### config.mk
export PLATFORM = sky130hd
export DESIGN_NAME = pair_mac_unit
export DESIGN_NICKNAME = d
export VERILOG_FILES = /design/src/rtl/mac_pkg.sv /design/src/rtl/frac_mul.sv /design/src/rtl/mac_combine.sv /design/src/rtl/pair_mac_unit.sv
export SDC_FILE = /design/constraint.sdc
export NUM_CORES = 2
export LEC_CHECK = 0
export BUFFER_PORTS_ARGS = -buffer_cell sky130_fd_sc_hd__buf_2
export CAP_MARGIN = 25
export CORE_ASPECT_RATIO = 0.7
export CORE_MARGIN = 2
export CORE_UTILIZATION = 55
export DETAILED_ROUTE_END_ITERATION = 8
export GPL_ROUTABILITY_DRIVEN = 0
export PLACE_DENSITY_LB_ADDON = 0.25
export SLEW_MARGIN = 20
export SYNTH_ARGS = -nofsm -noshare
export SYNTH_HDL_FRONTEND = slang
export SYNTH_SLANG_ARGS = --single-unit
### constraint.sdc
create_clock -name clk -period 9.5 [get_ports clk]
set_input_delay 1.9 -clock clk [delete_from_list [all_inputs] [get_ports clk]]
set_output_delay 1.9 -clock clk [all_outputs]
set_load 0.01 [all_outputs]
### src/rtl/mac_pkg.sv
package mac_pkg;
  localparam int HALF_W = 16;
  localparam int PROD_W = 2 * HALF_W;
  localparam int ACC_W  = 40;
  localparam int LANE_W = ACC_W / 2;

  typedef enum logic [1:0] {
    OP_SINGLE = 2'b00,
    OP_DUAL   = 2'b01,
    OP_SPLIT  = 2'b10,
    OP_PASS   = 2'b11
  } mac_op_e;

  // Fractional product: doubled, with the one overflowing case pinned to max.
  function automatic logic [PROD_W-1:0] frac_mul(input logic [HALF_W-1:0] a,
                                                 input logic [HALF_W-1:0] b);
    logic signed [PROD_W-1:0] raw;
    logic [HALF_W-1:0] most_neg;
    most_neg = {1'b1, {(HALF_W-1){1'b0}}};
    raw = $signed(a) * $signed(b);
    if (a == most_neg && b == most_neg)
      return {1'b0, {(PROD_W-1){1'b1}}};
    return {raw[PROD_W-2:0], 1'b0};
  endfunction

  // Two guard bits above the accumulator cover a sum of three terms.
  function automatic logic [ACC_W-1:0] fit_acc(input logic signed [ACC_W+1:0] s,
                                               input logic sat);
    logic signed [ACC_W+1:0] hi_lim, lo_lim;
    hi_lim = {3'b000, {(ACC_W-1){1'b1}}};
    lo_lim = {3'b111, {(ACC_W-1){1'b0}}};
    if (sat && s > hi_lim) return hi_lim[ACC_W-1:0];
    if (sat && s < lo_lim) return lo_lim[ACC_W-1:0];
    return s[ACC_W-1:0];
  endfunction

  function automatic logic [LANE_W-1:0] fit_lane(input logic signed [LANE_W:0] s,
                                                 input logic sat);
    logic signed [LANE_W:0] hi_lim, lo_lim;
    hi_lim = {2'b00, {(LANE_W-1){1'b1}}};
    lo_lim = {2'b11, {(LANE_W-1){1'b0}}};
    if (sat && s > hi_lim) return hi_lim[LANE_W-1:0];
    if (sat && s < lo_lim) return lo_lim[LANE_W-1:0];
    return s[LANE_W-1:0];
  endfunction
endpackage

### src/rtl/frac_mul.sv
module frac_mul #(
  parameter int HW = mac_pkg::HALF_W
) (
  input  logic [HW-1:0]   a,
  input  logic [HW-1:0]   b,
  output logic [2*HW-1:0] p
);
  always_comb p = mac_pkg::frac_mul(a, b);
endmodule

### src/rtl/mac_combine.sv
module mac_combine #(
  parameter int PW = mac_pkg::PROD_W,
  parameter int AW = mac_pkg::ACC_W
) (
  input  logic [1:0]    op,
  input  logic          sat,
  input  logic [AW-1:0] acc,
  input  logic [PW-1:0] p_hi,
  input  logic [PW-1:0] p_lo,
  output logic [AW-1:0] result
);
  import mac_pkg::*;
  localparam int LW = AW / 2;
  localparam int HW = PW / 2;

  logic signed [AW+1:0] sum_single, sum_dual;
  logic signed [LW:0]   lane_hi, lane_lo;

  always_comb begin
    sum_single = $signed({{2{acc[AW-1]}}, acc}) +
                 $signed({{(AW+2-PW){p_hi[PW-1]}}, p_hi});
    sum_dual   = sum_single + $signed({{(AW+2-PW){p_lo[PW-1]}}, p_lo});
    lane_hi    = $signed({acc[AW-1], acc[AW-1:LW]}) +
                 $signed({{(LW+1-HW){p_hi[PW-1]}}, p_hi[PW-1:HW]});
    lane_lo    = $signed({acc[LW-1], acc[LW-1:0]}) +
                 $signed({{(LW+1-HW){p_lo[PW-1]}}, p_lo[PW-1:HW]});
    unique case (mac_op_e'(op))
      OP_SINGLE: result = fit_acc(sum_single, sat);
      OP_DUAL:   result = fit_acc(sum_dual, sat);
      OP_SPLIT:  result = {fit_lane(lane_hi, sat), fit_lane(lane_lo, sat)};
      default:   result = acc;
    endcase
  end
endmodule

### src/rtl/pair_mac_unit.sv
module pair_mac_unit #(
  parameter int HALF_W = mac_pkg::HALF_W,
  parameter int ACC_W  = mac_pkg::ACC_W
) (
  input  logic                clk,
  input  logic                rst_n,
  input  logic                in_valid,
  input  logic [1:0]          op,
  input  logic                sat_en,
  input  logic [2*HALF_W-1:0] opa,
  input  logic [2*HALF_W-1:0] opb,
  input  logic [ACC_W-1:0]    acc_in,
  output logic                out_valid,
  output logic [ACC_W-1:0]    acc_out
);
  localparam int PROD_W = 2 * HALF_W;
  localparam int NMUL   = 2;

  logic [PROD_W-1:0] prod_comb [NMUL];
  logic [PROD_W-1:0] s1_prod   [NMUL];
  logic              s1_valid;
  logic [1:0]        s1_op;
  logic              s1_sat;
  logic [ACC_W-1:0]  s1_acc;
  logic [ACC_W-1:0]  s2_result;

  // Named taps for the checker.
  logic [PROD_W-1:0] prod_hi_q, prod_lo_q;
  assign prod_hi_q = s1_prod[1];
  assign prod_lo_q = s1_prod[0];

  // Index 1 takes the upper halves, index 0 the lower halves.
  for (genvar g = 0; g < NMUL; g++) begin : g_mul
    frac_mul #(.HW(HALF_W)) u_mul (
      .a(opa[g*HALF_W +: HALF_W]),
      .b(opb[g*HALF_W +: HALF_W]),
      .p(prod_comb[g])
    );
    always_ff @(posedge clk or negedge rst_n) begin
      if (!rst_n) s1_prod[g] <= '0;
      else if (in_valid) s1_prod[g] <= prod_comb[g];
    end
  end

  always_ff @(posedge clk or negedge rst_n) begin
    if (!rst_n) begin
      s1_valid <= 1'b0;
      s1_op    <= '0;
      s1_sat   <= 1'b0;
      s1_acc   <= '0;
    end else begin
      s1_valid <= in_valid;
      if (in_valid) begin
        s1_op  <= op;
        s1_sat <= sat_en;
        s1_acc <= acc_in;
      end
    end
  end

  mac_combine #(.PW(PROD_W), .AW(ACC_W)) u_comb (
    .op(s1_op),
    .sat(s1_sat),
    .acc(s1_acc),
    .p_hi(s1_prod[1]),
    .p_lo(s1_prod[0]),
    .result(s2_result)
  );

  always_ff @(posedge clk or negedge rst_n) begin
    if (!rst_n) begin
      out_valid <= 1'b0;
      acc_out   <= '0;
    end else begin
      out_valid <= s1_valid;
      if (s1_valid) acc_out <= s2_result;
    end
  end
endmodule

* Word level (Yosys, flattened, before mapping)
Cells that the tools add are included.
** Cells by class
- $add $sub $neg :: 4
- Order comparisons :: 8
- Multiply operators :: 2
- Multiplexer cells :: 43
- Reduce and logical (&&, ||, !) cells :: 11
- Eq/ne operators :: 6
** Operators by type and width (number)
- 40-bit 2-to-1 mux :: 8
- 20-bit 2-to-1 mux :: 8
- 32-bit 2-to-1 mux :: 4
- 40-bit one-hot mux with 3 select lines :: 1
- 16-bit equality test, second input constant :: 4
- 16-bit by 16-bit multiplier with 31-bit output :: 2
- 20-bit by 16-bit adder with 21-bit output :: 2
- 41-bit by 32-bit adder with 42-bit output :: 1
- 21-bit by 20-bit > comparator with 1-bit output, second input constant :: 2
- 42-bit by 40-bit > comparator with 1-bit output, second input constant :: 1
- 21-bit by 20-bit < comparator with 1-bit output, second input constant :: 2
- 42-bit by 40-bit < comparator with 1-bit output, second input constant :: 1
- 40-bit by 32-bit adder with 41-bit output :: 1
- 41-bit by 40-bit > comparator with 1-bit output, second input constant :: 1
- 41-bit by 40-bit < comparator with 1-bit output, second input constant :: 1
- 1-bit 2-to-1 mux :: 22
- 1-bit logical AND :: 10
- 2-bit by 1-bit equality test with 1-bit output, second input constant :: 1
- 2-bit equality test, second input constant :: 1
- 2-bit zero test :: 1
** Word-level totals
- Register bits after elaboration :: 149
- Output and inout bits :: 41
- Word-level logic and storage cells :: 82

* Logic depth before layout (Yosys ltp)
- Depth after elaboration :: 11
- Mapped depth :: 27
- Mapped depth without buffers :: 25

* Cells and area by module
A second synthesis with hierarchy kept.
** Unflattened totals
- Cell total of the unflattened synthesis :: 3829
- Area, all modules :: 33714.8 um^2
** Modules (own cells, without submodules)
- frac_mul (g_mul[0].u_mul) :: cells each 1179, area each 10209.8 um^2, sequential area each 0.0 um^2, times used 1
- frac_mul (g_mul[1].u_mul) :: cells each 1164, area each 10122.2 um^2, sequential area each 0.0 um^2, times used 1
- mac_combine :: cells each 1174, area each 7775.0 um^2, sequential area each 0.0 um^2, times used 1
- pair_mac_unit :: cells each 312, area each 5607.9 um^2, sequential area each 3728.6 um^2, times used 1

* Least setup slack after synthesis
Ideal clock, no wire load.
- Path kind :: input to register
- From :: input port opb[22]
- To :: register s1_prod (netlist bit prod_hi_q[31])
- Cell stages on the path :: 27
- Data arrival time :: 8.257 ns
- Path slack :: 1.102 ns
- Path through :: clkbuf_1 clkbuf_1 nand2_1 fa_1 inv_1 fa_1 inv_1 fa_1 inv_1 fa_1 inv_1 fa_1 inv_1 fa_1 ha_1 clkbuf_1 a21o_1 a21o_1 a221o_1 a21o_1 a41oi_1 a31oi_1 and4_1 a2111oi_2 a21oi_1 xnor2_1 o22ai_1
** On the way
- Word-level cells in the longest chain between the ends :: 4
- Elaborated cells on any way between the ends :: 5
- Those cells by class :: mul (1); eq/ne (1); mux (2); reduce/logical (1)
** RTL lines
- start, declared :: line pair_mac_unit.sv:11 : input logic [2*HALF_W-1:0] opb,
- branches (longest 3 deep; another with 16-bit by 16-bit multiplier with 31-bit output)
- 32-bit 2-to-1 mux * :: line mac_pkg.sv:23 : return {raw[PROD_W-2:0], 1'b0};
- end signal, assigned by index :: line pair_mac_unit.sv:41 : else if (in_valid) s1_prod[g] <= prod_comb[g];
- end, declared :: line pair_mac_unit.sv:20 : logic [PROD_W-1:0] s1_prod [NMUL];
Mark *: on every way between the ends.
A chain may end at the register's enable or synchronous reset.

* Final worst setup path
Same ends and word-level chain as after synthesis.

==> load_flow_metrics.sql <==
INSERT INTO impl_metrics (metric_group, metric, value, unit) VALUES
('sta', 'worst-slew-pin-transition', '1130', 'ps'),
('placement', 'dp.final_hpwl', '74400', 'um'),
('clock_tree', 'worst_skew_pair.late_latency', '460', 'ps'),
('sta', 'slew_viol_final', '0', ''),
('global_routing', 'grt_max_degree', '99', ''),
('sta', 'finalClockSkew', '11.2', 'ps'),
('sta', 'final.min_clock_period', '8420', 'ps'),
('clock_tree', 'cts_max_level', '4', ''),
('worst_setup_path', 'worst_path_dominant_cell_family', 'adder cells', ''),
('yosys', 'synth.cell_area', '0.0318', 'mm^2'),
('yosys', 'count_of_flip_flops_with_a_built_in_enable_after_synthesis', '0', ''),
('clock_tree', 'cts.sink_count', '149', ''),
('yosys', 'netlist-cell-type-count', '85', ''),
('sta', 'min_period_over_period', '88.7', '%'),
('clock_tree', 'cts.root.buffer_cell', 'sky130_fd_sc_hd__clkbuf_16', ''),
('floorplanning', 'die_width', '291', 'um'),
('final_layout', 'fillers', '5109', ''),
('hold_path', 'min_path_type', 'register to register', ''),
('placement', 'post_place_cell_area', '0.0330', 'mm^2'),
('yosys', 'ys.flop_type', 'sky130_fd_sc_hd__dfrtp_1', ''),
('yosys', 'synth_register_bits', '149', ''),
('worst_setup_path', 'timing_worst_setup_path_type', 'input port to register', ''),
('floorplanning', 'core_area', '0.0570', 'mm^2'),
('global_routing', 'first_global_vias', '25500', ''),
('sta', 'finalSetupViolations', '0', ''),
('yosys', 'synth_warnings', '0', ''),
('run_status', 'status', 'finished, final reports clean', ''),
('drt', 'totalWireLength', '90300', 'um'),
('worst_setup_path', 'cp_data_arrival_time', '8750', 'ps'),
('final_layout', 'final_core_occ', '59.2', '%'),
('floorplanning', 'placementRows', '73', ''),
('sta', 'timing.max_slew.rel_slack', '24.4', '%'),
('drt', 'first_pass_iters', '6', ''),
('drt', 'route.detailed.vias_per_inst', '5.96', ''),
('yosys', 'syn-mean-instance-area', '8.88', 'um^2'),
('worst_setup_path', 'critical_path.most_common_cell', 'sky130_fd_sc_hd__fa_1', ''),
('yosys', 'share_of_synthesized_flip_flops_with_an_asynchronous_set_or_reset', '100', '%'),
('worst_setup_path', 'crit_required', '9820', 'ps'),
('floorplanning', 'die-height', '205', 'um'),
('sta', 'unrepaired_setup_endpoints_after_global_routing', 'false', ''),
('clock_tree', 'tritoncts_clock_tree', 'done', ''),
('floorplanning', 'initial_core_util', '55.8', '%'),
('floorplanning', 'io_pins', '151', ''),
('job', 'drv.max_cap_violation_count', '0', ''),
('clock_tree', 'holdBufCountCts', '0', ''),
('global_routing', 'globalRoute.totalOverflow', '0', ''),
('clock_tree', 'clkTransAtPathRegs', '60', 'ps'),
('final_layout', 'sequential_cell_area', '0.00373', 'mm^2'),
('final_layout', 'drive_above_1_share', '7.38', '%'),
('drt', 'route.vias.total', '26100', ''),
('yosys', 'synth_cells', '3581', ''),
('global_routing', 'grt_usage', '31.2', '%'),
('global_routing', 'grt_pass1_wl', '145000', 'um'),
('final_layout', 'finish.net_count', '4519', ''),
('worst_setup_path', 'crit_path_start_kind', 'input port', ''),
('worst_setup_path', 'worst_path_max_delay_cell', 'sky130_fd_sc_hd__fa_1', ''),
('sta', 'final_hold_viol_count', '0', ''),
('sta', 'tns', '0', 'ps'),
('final_layout', 'final_cell_area_excluding_filler_cells', '0.0337', 'mm^2'),
('worst_setup_path', 'path_buf_inv', '6', ''),
('final_layout', 'syn2layout_area_growth', '5.99', '%'),
('global_routing', 'grt_antenna_before_repair', '5', ''),
('floorplanning', 'dieArea', '0.0598', 'mm^2'),
('worst_setup_path', 'cp_max_fo', '17', ''),
('worst_setup_path', 'cp-end-kind', 'register', ''),
('drt', 'drc', '0', ''),
('sta', 'achievable_clock_frequency', '119', 'MHz'),
('clock_tree', 'ctsResizeCount', '0', ''),
('drt', 'drt.antenna.violating_nets', '0', ''),
('clock_tree', 'cts_setup_buffers', '0', ''),
('final_layout', 'multi_input_comb_area', '0.0253', 'mm^2'),
('drt', 'drt_iter0_markers', '2667', ''),
('yosys', 'part_of_the_yosys_area_used_for_sequential_elements', '11.7', '%'),
('worst_setup_path', 'critPathMaxStageDelay', '550', 'ps'),
('sta', 'finalHoldWorstSlack', '486', 'ps'),
('yosys', 'synth.net_count', '4484', ''),
('placement', 'portBuffers', '150', ''),
('clock_tree', 'cts_made_buffers', '17', ''),
('clock_tree', 'cts.path.max_buffers', '2', ''),
('drt', 'wl_per_cell', '20.6', 'um');
==> through the flow <==
step | setup WS [ps] | cells
after floorplan | 1100 | 3581
after global placement | 868 | 4346
after detailed placement | 689 | 4346
after CTS | 1180 | 4378
after global routing | 751 | 4381
final | 1080 | 4382
==> kinds of logic (layout without fill, tap and decap cells) <==
group                    after synthesis  after routing  synth area share, %
XOR/XNOR                             180            180                 4.96
other                                  0              3                    0
flip-flops                           149            149                 11.7
AND/OR/NAND/NOR                      980            980                 14.9
adder cells (fa/ha/maj)              793            793                 43.4
multiplexers                          34             34                 1.20
buffers and inverters                725            773                 8.67
AO/OA/AOI/OAI                        720            720                 15.2
==> state kept, by name (all words and copies together), names as in the netlist <==
name / flops
prod_hi_q: 32
acc_out: 40
out_valid: 1
s1_op: 2
s1_sat: 1
s1_valid: 1
s1_acc: 40
prod_lo_q: 32
==> cell type report <==
type                       count  share of cell area [%]
antenna                        3                  0.0223
clock buffer                  20                    1.32
clock inverter                12                   0.601
inverter                     576                    6.41
multi-input combinational   2707                    75.1
sequential                   149                    11.1
tap                          750                    2.78
timing repair buffer         165                    2.65
==> routing by layer <==
| layer | GRT usage, % | vias up | routed length, um |
|---|---|---|---|
| met1 | 47.3 | 12900 | 41000 |
| li1 | - | 11800 | - |
| met4 | 5.56 | 2 | 1530 |
| met3 | 9.54 | 132 | 11000 |
| met5 | 0.976 | - | 13 |
| met2 | 44.0 | 1240 | 36800 |
==> worst reg2reg max path, cell delays in order (launching register included) <==
cell and delay, ps:
sky130_fd_sc_hd__dfrtp_1 520, sky130_fd_sc_hd__ha_1 430, sky130_fd_sc_hd__and4_1 260, sky130_fd_sc_hd__a211oi_1 550
sky130_fd_sc_hd__a31oi_1 220, sky130_fd_sc_hd__nor3_1 330, sky130_fd_sc_hd__a22oi_1 170, sky130_fd_sc_hd__a21o_1 230
sky130_fd_sc_hd__and4_1 180, sky130_fd_sc_hd__a2111oi_0 520, sky130_fd_sc_hd__xnor2_1 280, sky130_fd_sc_hd__ha_1 420
sky130_fd_sc_hd__nand4_1 250, sky130_fd_sc_hd__nor2_1 100, sky130_fd_sc_hd__a22o_1 240, sky130_fd_sc_hd__nor4_1 220
sky130_fd_sc_hd__o22a_1 180, sky130_fd_sc_hd__o21ai_1 80, sky130_fd_sc_hd__xnor2_1 220, sky130_fd_sc_hd__o311ai_2 290
sky130_fd_sc_hd__buf_4 250, sky130_fd_sc_hd__and2_1 910, sky130_fd_sc_hd__a221oi_1 350, sky130_fd_sc_hd__a21oi_1 250
==> cell usage in the layout, fill, tap and decap left out, types with 121 or more instances in the layout <==
cell type,instances
sky130_fd_sc_hd__nand2_1,424
sky130_fd_sc_hd__buf_2,148
sky130_fd_sc_hd__ha_1,277
sky130_fd_sc_hd__nor2_1,121
sky130_fd_sc_hd__xnor2_1,132
sky130_fd_sc_hd__fa_1,516
sky130_fd_sc_hd__inv_1,576
sky130_fd_sc_hd__and2_1,205
sky130_fd_sc_hd__a21oi_1,207
sky130_fd_sc_hd__dfrtp_1,148
==> cells in the mapped netlist (24+ instances only) <==
cell type / number / area, um^2
sky130_fd_sc_hd__nand3_1: 36 / 180
sky130_fd_sc_hd__nand2_1: 424 / 1590
sky130_fd_sc_hd__inv_1: 576 / 2160
sky130_fd_sc_hd__dfrtp_1: 149 / 3730
sky130_fd_sc_hd__mux2_2: 33 / 372
sky130_fd_sc_hd__fa_1: 516 / 10300
sky130_fd_sc_hd__o21a_1: 24 / 180
sky130_fd_sc_hd__ha_1: 277 / 3470
sky130_fd_sc_hd__clkbuf_1: 126 / 473
sky130_fd_sc_hd__and2_1: 205 / 1280
sky130_fd_sc_hd__a21o_1: 67 / 503
sky130_fd_sc_hd__xnor2_1: 132 / 1160
sky130_fd_sc_hd__o22ai_1: 32 / 200
sky130_fd_sc_hd__o21ai_0: 105 / 526
sky130_fd_sc_hd__o22a_1: 57 / 499
sky130_fd_sc_hd__nand2b_1: 58 / 363
sky130_fd_sc_hd__nor2_1: 121 / 454
sky130_fd_sc_hd__a21oi_1: 207 / 1040
sky130_fd_sc_hd__a31oi_1: 38 / 238
sky130_fd_sc_hd__xor2_1: 48 / 420
sky130_fd_sc_hd__nor3_1: 29 / 145
==> worst paths after layout <==
check                                  start       endpoint  slack (ps)  depth (start not counted)
worst min register to register  prod_hi_q[0]   prod_hi_q[0]         490                          1
max in group asynchronous              rst_n  prod_hi_q[27]        6820                          3
worst min-delay path            prod_hi_q[0]   prod_hi_q[0]         490                          1
worst max register to register    s1_acc[12]     acc_out[7]        1970                         23
min in group asynchronous              rst_n    acc_out[39]        1290                          1
worst max-delay path                 opb[22]  prod_hi_q[31]        1080                         25
Power is not shown: default switching activity piles up to over one toggle a cycle in this logic, so the estimate is an artifact.
